===== config.mk =====
export PLATFORM = sky130hd
export DESIGN_NAME = edge_stamp_timer
export DESIGN_NICKNAME = d
export VERILOG_FILES = /design/src/rtl/est_pkg.sv /design/src/rtl/est_edge_detect.sv /design/src/rtl/est_counter.sv /design/src/rtl/est_capture.sv /design/src/rtl/edge_stamp_timer.sv
export SDC_FILE = /design/constraint.sdc
export NUM_CORES = 1
export LEC_CHECK = 0
export BUFFER_PORTS_ARGS = -buffer_cell sky130_fd_sc_hd__clkbuf_2
export CORE_ASPECT_RATIO = 2
export CORE_MARGIN = 8
export CORE_UTILIZATION = 45
export DETAILED_ROUTE_END_ITERATION = 7
export GPL_TIMING_DRIVEN = 0
export PLACE_DENSITY = 0.68
export SYNTH_ARGS = -nofsm -noshare
export SYNTH_HDL_FRONTEND = slang
export SYNTH_SLANG_ARGS = --single-unit
export TNS_END_PERCENT = 10

===== constraint.sdc =====
create_clock -name clk -period 3 [get_ports clk]
set_input_delay 0.6 -clock clk [delete_from_list [all_inputs] [get_ports clk]]
set_output_delay 0.6 -clock clk [all_outputs]
set_load 0.03 [all_outputs]

===== src/rtl/est_pkg.sv =====
`timescale 1ns/1ps
package est_pkg;

  typedef enum logic [1:0] {
    EDGE_RISE = 2'd0,
    EDGE_FALL = 2'd1,
    EDGE_BOTH = 2'd2,
    EDGE_ANY  = 2'd3
  } edge_sel_e;

  localparam int unsigned ADR_CTRL  = 0;
  localparam int unsigned ADR_LOAD  = 1;
  localparam int unsigned ADR_PRE   = 2;
  localparam int unsigned ADR_MASK  = 3;
  localparam int unsigned ADR_STAT  = 4;
  localparam int unsigned ADR_CLEAR = 5;
  localparam int unsigned ADR_CAPT  = 6;
  localparam int unsigned ADR_COUNT = 7;

  localparam int unsigned CB_EN    = 0;
  localparam int unsigned CB_UP    = 1;
  localparam int unsigned CB_SEL   = 2;
  localparam int unsigned CB_DEFER = 4;

endpackage


===== src/rtl/est_edge_detect.sv =====
`timescale 1ns/1ps
module est_edge_detect
  import est_pkg::*;
#(
  parameter int STAGES = 2
) (
  input  logic      clk,
  input  logic      rst,
  input  logic      din,
  input  logic      arm,
  input  edge_sel_e sel,
  output logic      hit
);

  logic [STAGES-1:0] sync_q;
  logic              last_q;
  logic              now_lvl;
  logic              rise;
  logic              fall;

  always_ff @(posedge clk) begin
    if (rst) begin
      sync_q <= '0;
      last_q <= 1'b0;
    end else begin
      sync_q <= {sync_q[STAGES-2:0], din};
      last_q <= sync_q[STAGES-1];
    end
  end

  assign now_lvl = sync_q[STAGES-1];
  assign rise    = now_lvl & ~last_q;
  assign fall    = ~now_lvl & last_q;

  always_comb begin
    unique case (sel)
      EDGE_RISE: hit = arm & rise;
      EDGE_FALL: hit = arm & fall;
      default:   hit = arm & (rise | fall);
    endcase
  end

endmodule


===== src/rtl/est_counter.sv =====
`timescale 1ns/1ps
module est_counter #(
  parameter int CNT_W = 24
) (
  input  logic             clk,
  input  logic             rst,
  input  logic             run,
  input  logic             up,
  input  logic             start,
  input  logic             start_up,
  input  logic             restart,
  input  logic [CNT_W-1:0] restart_val,
  input  logic [CNT_W-1:0] prog,
  output logic [CNT_W-1:0] cnt
);

  logic [CNT_W-1:0] act_q;
  logic [CNT_W-1:0] cnt_q;

  always_ff @(posedge clk) begin
    if (rst) begin
      cnt_q <= '0;
      act_q <= '0;
    end else if (start) begin
      cnt_q <= start_up ? '0 : prog;
      act_q <= prog;
    end else if (run) begin
      if (restart) begin
        cnt_q <= up ? '0 : restart_val;
        act_q <= restart_val;
      end else if (up) begin
        if (cnt_q >= act_q) begin
          cnt_q <= '0;
          act_q <= prog;
        end else begin
          cnt_q <= cnt_q + 1'b1;
        end
      end else begin
        if (cnt_q == '0) begin
          cnt_q <= prog;
          act_q <= prog;
        end else begin
          cnt_q <= cnt_q - 1'b1;
        end
      end
    end
  end

  assign cnt = cnt_q;

endmodule


===== src/rtl/est_capture.sv =====
`timescale 1ns/1ps
module est_capture #(
  parameter int CNT_W = 24
) (
  input  logic             clk,
  input  logic             rst,
  input  logic             hit,
  input  logic [CNT_W-1:0] cnt,
  input  logic             clr,
  input  logic             mask,
  output logic [CNT_W-1:0] cap,
  output logic             sts,
  output logic             irq
);

  logic [CNT_W-1:0] cap_q;
  logic             sts_q;

  always_ff @(posedge clk) begin
    if (rst) begin
      cap_q <= '0;
      sts_q <= 1'b0;
    end else if (hit) begin
      cap_q <= cnt;
      sts_q <= 1'b1;
    end else if (clr) begin
      sts_q <= 1'b0;
    end
  end

  assign cap = cap_q;
  assign sts = sts_q;
  assign irq = sts_q & mask;

endmodule


===== src/rtl/edge_stamp_timer.sv =====
`timescale 1ns/1ps
module edge_stamp_timer
  import est_pkg::*;
#(
  parameter int LOAD_W      = 16,
  parameter int PRE_W       = 8,
  parameter int DATA_W      = 32,
  parameter int ADDR_W      = 3,
  parameter int SYNC_STAGES = 2
) (
  input  logic              clk,
  input  logic              rst,
  input  logic              reg_we,
  input  logic [ADDR_W-1:0] reg_addr,
  input  logic [DATA_W-1:0] reg_wdata,
  input  logic              capt_in,
  output logic [DATA_W-1:0] reg_rdata,
  output logic              irq
);

  localparam int CNT_W = LOAD_W + PRE_W;

  logic              en_q;
  logic              up_q;
  logic              defer_q;
  edge_sel_e         sel_q;
  logic [LOAD_W-1:0] load_q;
  logic [PRE_W-1:0]  pre_q;
  logic              mask_q;

  logic wr_ctrl, wr_load, wr_pre, wr_mask, wr_clr;
  logic start, imm_wr, clr_wr, edge_hit, sts;
  logic [CNT_W-1:0] prog, new_prog, cnt, cap;
  logic unused_wdata;

  assign wr_ctrl = reg_we && (reg_addr == ADDR_W'(ADR_CTRL));
  assign wr_load = reg_we && (reg_addr == ADDR_W'(ADR_LOAD));
  assign wr_pre  = reg_we && (reg_addr == ADDR_W'(ADR_PRE));
  assign wr_mask = reg_we && (reg_addr == ADDR_W'(ADR_MASK));
  assign wr_clr  = reg_we && (reg_addr == ADDR_W'(ADR_CLEAR));

  assign prog     = {pre_q, load_q};
  assign new_prog = wr_load ? {pre_q, reg_wdata[LOAD_W-1:0]}
                            : {reg_wdata[PRE_W-1:0], load_q};
  assign start    = wr_ctrl && reg_wdata[CB_EN] && !en_q;
  assign imm_wr   = (wr_load || wr_pre) && !defer_q;
  assign clr_wr   = wr_clr && reg_wdata[0];
  assign unused_wdata = ^reg_wdata[DATA_W-1:LOAD_W];

  always_ff @(posedge clk) begin
    if (rst) begin
      en_q    <= 1'b0;
      up_q    <= 1'b0;
      defer_q <= 1'b0;
      sel_q   <= EDGE_RISE;
      load_q  <= '0;
      pre_q   <= '0;
      mask_q  <= 1'b0;
    end else begin
      if (wr_ctrl) begin
        en_q    <= reg_wdata[CB_EN];
        up_q    <= reg_wdata[CB_UP];
        sel_q   <= edge_sel_e'(reg_wdata[CB_SEL+1:CB_SEL]);
        defer_q <= reg_wdata[CB_DEFER];
      end
      if (wr_load) load_q <= reg_wdata[LOAD_W-1:0];
      if (wr_pre)  pre_q  <= reg_wdata[PRE_W-1:0];
      if (wr_mask) mask_q <= reg_wdata[0];
    end
  end

  est_edge_detect #(.STAGES(SYNC_STAGES)) u_edge (
    .clk (clk),
    .rst (rst),
    .din (capt_in),
    .arm (en_q),
    .sel (sel_q),
    .hit (edge_hit)
  );

  est_counter #(.CNT_W(CNT_W)) u_cnt (
    .clk         (clk),
    .rst         (rst),
    .run         (en_q),
    .up          (up_q),
    .start       (start),
    .start_up    (reg_wdata[CB_UP]),
    .restart     (imm_wr),
    .restart_val (new_prog),
    .prog        (prog),
    .cnt         (cnt)
  );

  est_capture #(.CNT_W(CNT_W)) u_cap (
    .clk  (clk),
    .rst  (rst),
    .hit  (edge_hit),
    .cnt  (cnt),
    .clr  (clr_wr),
    .mask (mask_q),
    .cap  (cap),
    .sts  (sts),
    .irq  (irq)
  );

  always_ff @(posedge clk) begin
    if (rst) begin
      reg_rdata <= '0;
    end else begin
      unique case (reg_addr)
        ADDR_W'(ADR_CTRL):  reg_rdata <= DATA_W'({defer_q, sel_q, up_q, en_q});
        ADDR_W'(ADR_LOAD):  reg_rdata <= DATA_W'(load_q);
        ADDR_W'(ADR_PRE):   reg_rdata <= DATA_W'(pre_q);
        ADDR_W'(ADR_MASK):  reg_rdata <= DATA_W'(mask_q);
        ADDR_W'(ADR_STAT):  reg_rdata <= DATA_W'(sts);
        ADDR_W'(ADR_CAPT):  reg_rdata <= DATA_W'(cap);
        ADDR_W'(ADR_COUNT): reg_rdata <= DATA_W'(cnt);
        default:            reg_rdata <= '0;
      endcase
    end
  end

endmodule


Yosys cells after proc, flatten, opt, wreduce, memory -nomap -nowiden:

Cells that the tools add are included.

* flip-flop bits (word level): 138
* input bits: 39
* output and inout bits: 33
* word-level logic and storage cells: 73

* $add $sub $neg: 2
* order comparisons: 1
* eq/ne operators: 9
* muxes and demuxes: 19
* bitwise gates (word level): 9
* reduce and logical (&&, ||, !) cells: 19

Operators with widths (count)
* 24-bit 2-to-1 mux: 15
* 24-bit one-hot mux with 7 select lines: 1
* 24-bit by 1-bit adder with 24-bit output (second input constant): 1
* 24-bit >= comparator: 1
* 24-bit zero test: 1
* 24-bit by 1-bit subtractor with 24-bit output (second input constant): 1
* 3-bit == test (second input constant): 4
* 1-bit logical AND: 9
* 1-bit AND: 6
* 3-bit by 2-bit == test with 1-bit output (second input constant): 2
* 4-bit by 1-bit != test with 1-bit output (second input constant): 1
* 2-bit nonzero test: 2
* 4-bit nonzero test: 1
* 3-bit by 1-bit == test with 1-bit output (second input constant): 1
* 3-bit zero test: 1
* 3-bit AND reduction: 1
* 2-bit by 1-bit == test with 1-bit output (second input constant): 1
* 1-bit zero test: 2
* 2-bit zero test: 1
* 1-bit 2-to-1 mux: 2
* 1-bit NOT: 2
* 1-bit one-hot mux with 2 select lines: 1
* 1-bit logical OR: 1
* 1-bit bitwise OR: 1

Longest topological paths before layout:

* depth after elaboration: 7
* gate-level depth with buffers: 12

Cells and area by module:

From an unflattened synthesis, not the netlist that was laid out.

* cell total of the unflattened synthesis: 950
* area total of the unflattened synthesis: 8285.4 µm²

By module, submodules not included
* est_counter: instances 1, cells each 595, area each 4578.1 µm², sequential area each 960.9 µm²
* edge_stamp_timer: instances 1, cells each 259, area each 2656.3 µm², sequential area each 1081.0 µm²
* est_capture: instances 1, cells each 83, area each 917.1 µm², sequential area each 500.5 µm²
* est_edge_detect: instances 1, cells each 13, area each 133.9 µm², sequential area each 60.1 µm²

Worst setup path before layout:

OpenSTA, ideal clock, no wires.

* kind: flip-flop to flip-flop
* from: reg u_cnt.cnt_q[18], in the netlist u_cnt.cnt[18]
* to: reg u_cnt.act_q[10]
* setup time: 0.147 ns
* arrival: 2.757 ns
* data required time: 2.853 ns
* path slack: 0.097 ns
* cell stages (with the launch flop): 11
* buffers on the path: 4
* clock period less this slack: 2.903 ns
* cell sequence: dfxtp_1 buf_6 or4_4 or4_4 or4_4 buf_6 a31oi_4 o21a_2 buf_6 buf_2 a311oi_2

* cells in the longest elaborated chain, start to end: 3
* elaborated cells on any way between the ends: 5

RTL lines
* from (decl): RTL line est_counter.sv:18 `logic [CNT_W-1:0] cnt_q;`
* from (signal assigned): RTL line est_counter.sv:25 `cnt_q <= start_up ? '0 : prog;`
* from (signal assigned): RTL line est_counter.sv:29 `cnt_q <= up ? '0 : restart_val;`
* from (signal assigned): RTL line est_counter.sv:36 `cnt_q <= cnt_q + 1'b1;`
* 24-bit >= comparator or 24-bit zero test (tied branches): RTL line est_counter.sv:32, est_counter.sv:39
* 4-bit by 1-bit != test with 1-bit output (no source line) or 4-bit nonzero test (tied branches)
* 3-bit AND reduction (no source line) (*)
* to (signal assigned): RTL line est_counter.sv:30 `act_q <= restart_val;`
* to (signal assigned): RTL line est_counter.sv:34 `act_q <= prog;`
* to (signal assigned): RTL line est_counter.sv:41 `act_q <= prog;`
* to (decl): RTL line est_counter.sv:17 `logic [CNT_W-1:0] act_q;`

Mark *: on every way between the ends. The rest lies on a longest branch, timed or not.
A chain may end at the register's enable or synchronous reset.

Worst setup path in the final report:

* from: reg u_cnt.cnt_q[18], in the netlist u_cnt.cnt[18]
* to: reg u_cnt.act_q[16]

Same word-level chain as after synthesis.

==> results <==
- The flow ran to the end, but the final reports show violations.
- The final reports fail on setup timing.
- By area the synthesized netlist is led by sky130_fd_sc_hd__dfxtp_1, sky130_fd_sc_hd__mux2i_1, sky130_fd_sc_hd__nand2_1.
- The total clock sinks is 130.
- The number of levels in the clock H-tree is 4.
- Global routing used 31.1% of the available tracks.
- The buffer cell driving the clock tree root is sky130_fd_sc_hd__clkbuf_16.
- The analysis attributes to net switching a power of 1.51 mW.
- In this run the tightest slew margin relative to its limit is 17.1%.
- Along the worst hold path, the cell count comes to 2.
- The tool flagged a number of max-cap violations equal to 0.
- Detailed routing inserted a total of 8192 vias.
- The final critical path takes up 102% of the cycle.
- The area of the die is 22000 µm².
- Counting flops and latches in the post-synthesis netlist gives 130.
- Of the total power, the share spent switching nets is 30.4%.
- The top achievable clock speed is 328 MHz.
- Compared with the post-synthesis result, the final layout area differs by 20.7%.
- The count of routing violations after the opening detailed-route iteration is 728.
- After clock tree synthesis, the flow added hold-fix buffers numbering 0.
- The row count is 68.
- The most used flip-flop cell after synthesis is sky130_fd_sc_hd__dfxtp_1.
- Pin placement for this block handled 72 I/O pins.
- The worst path in the final design needs a cycle of 3050 ps, including I/O delays and setup.
- The number of hold violations in the final report is 0.
- The synthesized design contains 0 enable-type register cells.
- The floorplan step set the die height to 202 µm.
- The floorplan step defined a core boundary enclosing 17100 µm².
- The static leakage is 3.61 nW.
- The footprint of the multi-input gates is 4830 µm².
- By count the netlist is led by sky130_fd_sc_hd__dfxtp_1, sky130_fd_sc_hd__nand2_1, sky130_fd_sc_hd__nor2_1, sky130_fd_sc_hd__a21oi_1, sky130_fd_sc_hd__clkbuf_1.
- The critical path goes through buf_6 -> or4_4 -> or4_4 -> or4_4 -> buf_12 -> a31oi_4 -> o21a_2 -> buf_12 -> buf_12 -> buf_12 -> nor2_4 -> a311oi_2.
- The library cell with the largest summed area after synthesis is sky130_fd_sc_hd__dfxtp_1.
- The total design power is 4.98 mW.
- The flop-to-flop setup slack is -50 ps.
- Setup violations remaining at the end of the flow were counted as 4.
- The share of total power dissipated in the clock network is 43.6%.
- Dividing the detail-routed wire length by the instance count gives 26.2 µm.
- The async set or reset register ratio after synthesis is 0%.
- TritonCTS built the clock tree.
- The number of routed nets with antenna violations is 0.
- The net total in the final layout is 1141.
- The number of inserted diodes is 0.
- STA classifies the critical path endpoint as a register.
- In this run the critical register-to-register path is captured at u_cnt.act_q[16]$_SDFFE_PP0P_.
- Across all setup checks in the final design, the least slack found is -52.7 ps.
- For the final database, setup skew stands at 8.19 ps.
- The internal power of the cells totals 3.47 mW.
- The sequential cells in the finished layout cover a total of 2600 µm².
- Setup repair after global routing could not meet its margin everywhere.
- The die outline width is 109 µm.
- The kind of critical path is register to register.
- The total wire length is 34000 µm.
- The mean post-synth cell area is 7.96 µm².
- The family with the most delay on the worst path is simple AND/OR/NAND/NOR gates.
- The overall overflow remaining after global route is 0.
- The number of cells on the worst reg-to-reg path is 12.
- The number of buffers and inverters on the critical path is 5.
- Of the total power, combinational logic draws 20.5%.
- After detailed routing, the number of vias per cell comes to 6.32.
- The number of fill cells is 1650.
- In the routed design, unresolved DRC markers number 0.
- The endpoint with the worst hold slack is u_edge.sync_q[0]$_SDFF_PP0_.
- The number of max-slew violations in the final report is 0.
- The largest net degree at the start of global routing is 17.
- VDD sags by at most 0.000348 V.
- The slew at the pin with the worst max-slew slack is 1240 ps.
- The power density relative to cell area is 532 nW/µm².
- On the critical path, the stage with the largest delay is an instance of sky130_fd_sc_hd__or4_4.
- The TritonCTS buffer count is 17.
- The final cell utilization of the core is 54.8%.
- The element type at the critical path start is a register.
- The largest single stage delay on the critical path is 510 ps.
- The maximum count of clock buffers along a single path is 2.
- The via count of the first global-routing pass is 8101.
- The gate count after technology mapping is 975.
- The arrival time at the worst endpoint is 3390 ps.
- The count of TritonRoute iterations in the first routing pass is 7.
- The insertion delay of the later-clocked pin in the worst-skew pair is 440 ps.
- The library cell with the highest instance count after synthesis is sky130_fd_sc_hd__dfxtp_1.
- The register area share after synthesis is 33.5%.
- The netlist area before placement is 7760 µm².
- The final estimated routing congestion in global placement is 0.993.
- The startpoint of the most critical register-to-register path is u_cnt.cnt[18]$_SDFFE_PP0P_.
- The proportion of power drawn by flip-flops and latches is 35.9%.
- The HPWL reported at the end of detailed placement is 24700 µm.
- The peak fanout along the critical path is 7.
- The fraction of post-synthesis cell area in the top cell type by area is 33.5%.
- The clock transition at the registers of the reported paths is 60 ps.
- The required time of the critical path is 3340 ps.
- The worst slack on hold paths is 380 ps.
- The first-pass GRT wire length is 50000 µm.
- The fraction of final layout cells sized beyond drive strength 1 is 16.9%.
- The cell that appears most often on the critical path is sky130_fd_sc_hd__buf_12.
- The initial antenna violation count is 1.
- The count of buffers added on input and output ports is 45.
- During synthesis, Yosys emitted a total of 0 warnings.
- The worst hold path begins at capt_in.
- The path category of the worst min-delay check is input port to register.
- The count of cell types in the netlist is 64.
- The starting utilization of the core area is 45.4%.
==> worst register-to-register path, cell delays in order, from the launching register on <==
cell and delay, ps:
sky130_fd_sc_hd__dfxtp_2 320, sky130_fd_sc_hd__buf_6 110, sky130_fd_sc_hd__or4_4 510, sky130_fd_sc_hd__or4_4 450
sky130_fd_sc_hd__or4_4 450, sky130_fd_sc_hd__buf_12 160, sky130_fd_sc_hd__a31oi_4 120, sky130_fd_sc_hd__o21a_2 190
sky130_fd_sc_hd__buf_12 130, sky130_fd_sc_hd__buf_12 110, sky130_fd_sc_hd__buf_12 130, sky130_fd_sc_hd__nor2_4 40
sky130_fd_sc_hd__a311oi_2 230
==> registers in the layout, indices dropped and copies added (netlist names), 2 cells and up <==
register,flops
u_cnt.act_q,24
u_cnt.cnt,24
reg_rdata,24
sel_q,2
u_cap.cap,24
pre_q,8
load_q,16
u_edge.sync_q,2
==> worst max-delay path by stage <==
stage          slack (ps)                           end  depth (start not counted)                       start
2_1_floorplan         100  u_cnt.act_q[10]$_SDFFE_PP0P_                         10  u_cnt.cnt[18]$_SDFFE_PP0P_
3_3_place_gp        -1760    u_cnt.cnt[14]$_SDFFE_PP0P_                          8                 reg_addr[0]
3_5_place_dp        -1300    u_cnt.cnt[18]$_SDFFE_PP0P_                         11   u_cnt.cnt[0]$_SDFFE_PP0P_
4_1_cts              -150    u_cnt.cnt[19]$_SDFFE_PP0P_                          9  u_cnt.cnt[18]$_SDFFE_PP0P_
5_1_grt              -150  u_cnt.act_q[16]$_SDFFE_PP0P_                         12  u_cnt.cnt[15]$_SDFFE_PP0P_
6_report              -50  u_cnt.act_q[16]$_SDFFE_PP0P_                         12  u_cnt.cnt[18]$_SDFFE_PP0P_
==> timing repair <==
action / CTS / global route
gates cloned: 1 / 0
gates resized for setup: 35 / 24
pin swaps: 22 / 10
setup buffers: 14 / 12
endpoints found under the setup margin: 48 / 48
==> logic make-up after synthesis <==
| family | count (synthesis) | share of synthesized area (%) |
|---|---|---|
| muxes | 58 | 7.56 |
| DFF | 130 | 33.5 |
| buffers and inverters | 123 | 6.98 |
| AOI/OAI and AO/OA | 218 | 19.9 |
| and+or+nand+nor | 375 | 22.7 |
| other | 1 | 0.0483 |
| adders and majority gates | 29 | 4.68 |
| xor gates and xnor gates | 41 | 4.63 |
==> area by class of cell <==
class | count | area share, %
multi-input cells | 729 | 51.6
flip-flops and latches | 130 | 27.8
repair buffers | 73 | 5.13
plain buffers | 88 | 4.86
clock buffers | 20 | 4.77
well taps | 210 | 2.80
clock inverters | 12 | 1.67
inverters | 34 | 1.40
==> routing by layer <==
layer | GRT usage [%] | part of all wire [%]
met1 | 32.0 | 34
met2 | 51.2 | 49
met3 | 5.83 | 7.4
met4 | 28.4 | 9.5
met5 | 0 | 0.091
==> power groups by stage <==
stage                     registers (mW)  logic (mW)  clock network [mW]
after CTS                           1.79       0.920                2.19
after floorplan                     1.82       0.544                   0
final                               1.79        1.02                2.17
after global routing                1.79        1.07                2.25
after detailed placement            1.83       0.825                   0
after global placement              1.83       0.824                   0
==> metrics by stage <==
step	setup slack, ps	cells	setup TNS, ps	cell area, µm²
finish	-52.7	1296	-133	9370
global route	-149	1296	-1010	9370
CTS	-146	1285	-3270	9180
detailed placement	-1300	1238	-38360	8290
global placement	-1760	1237	-72420	8280
floorplan	96.6	982	0	7790
==> cells in the final DEF (no fill, tap or decap), drive strengths merged, types with 27 or more instances in the layout <==
cell,Yosys,layout
nor2,126,126
mux2i,53,53
ha,29,29
dfxtp,130,130
o21ai,31,31
a21oi,71,71
clkbuf,63,127
buf,26,54
inv,33,35
nand2,116,116
xnor2,27,27
a311oi,27,27
nor3,29,29
Power figures use the tool's default switching activity.
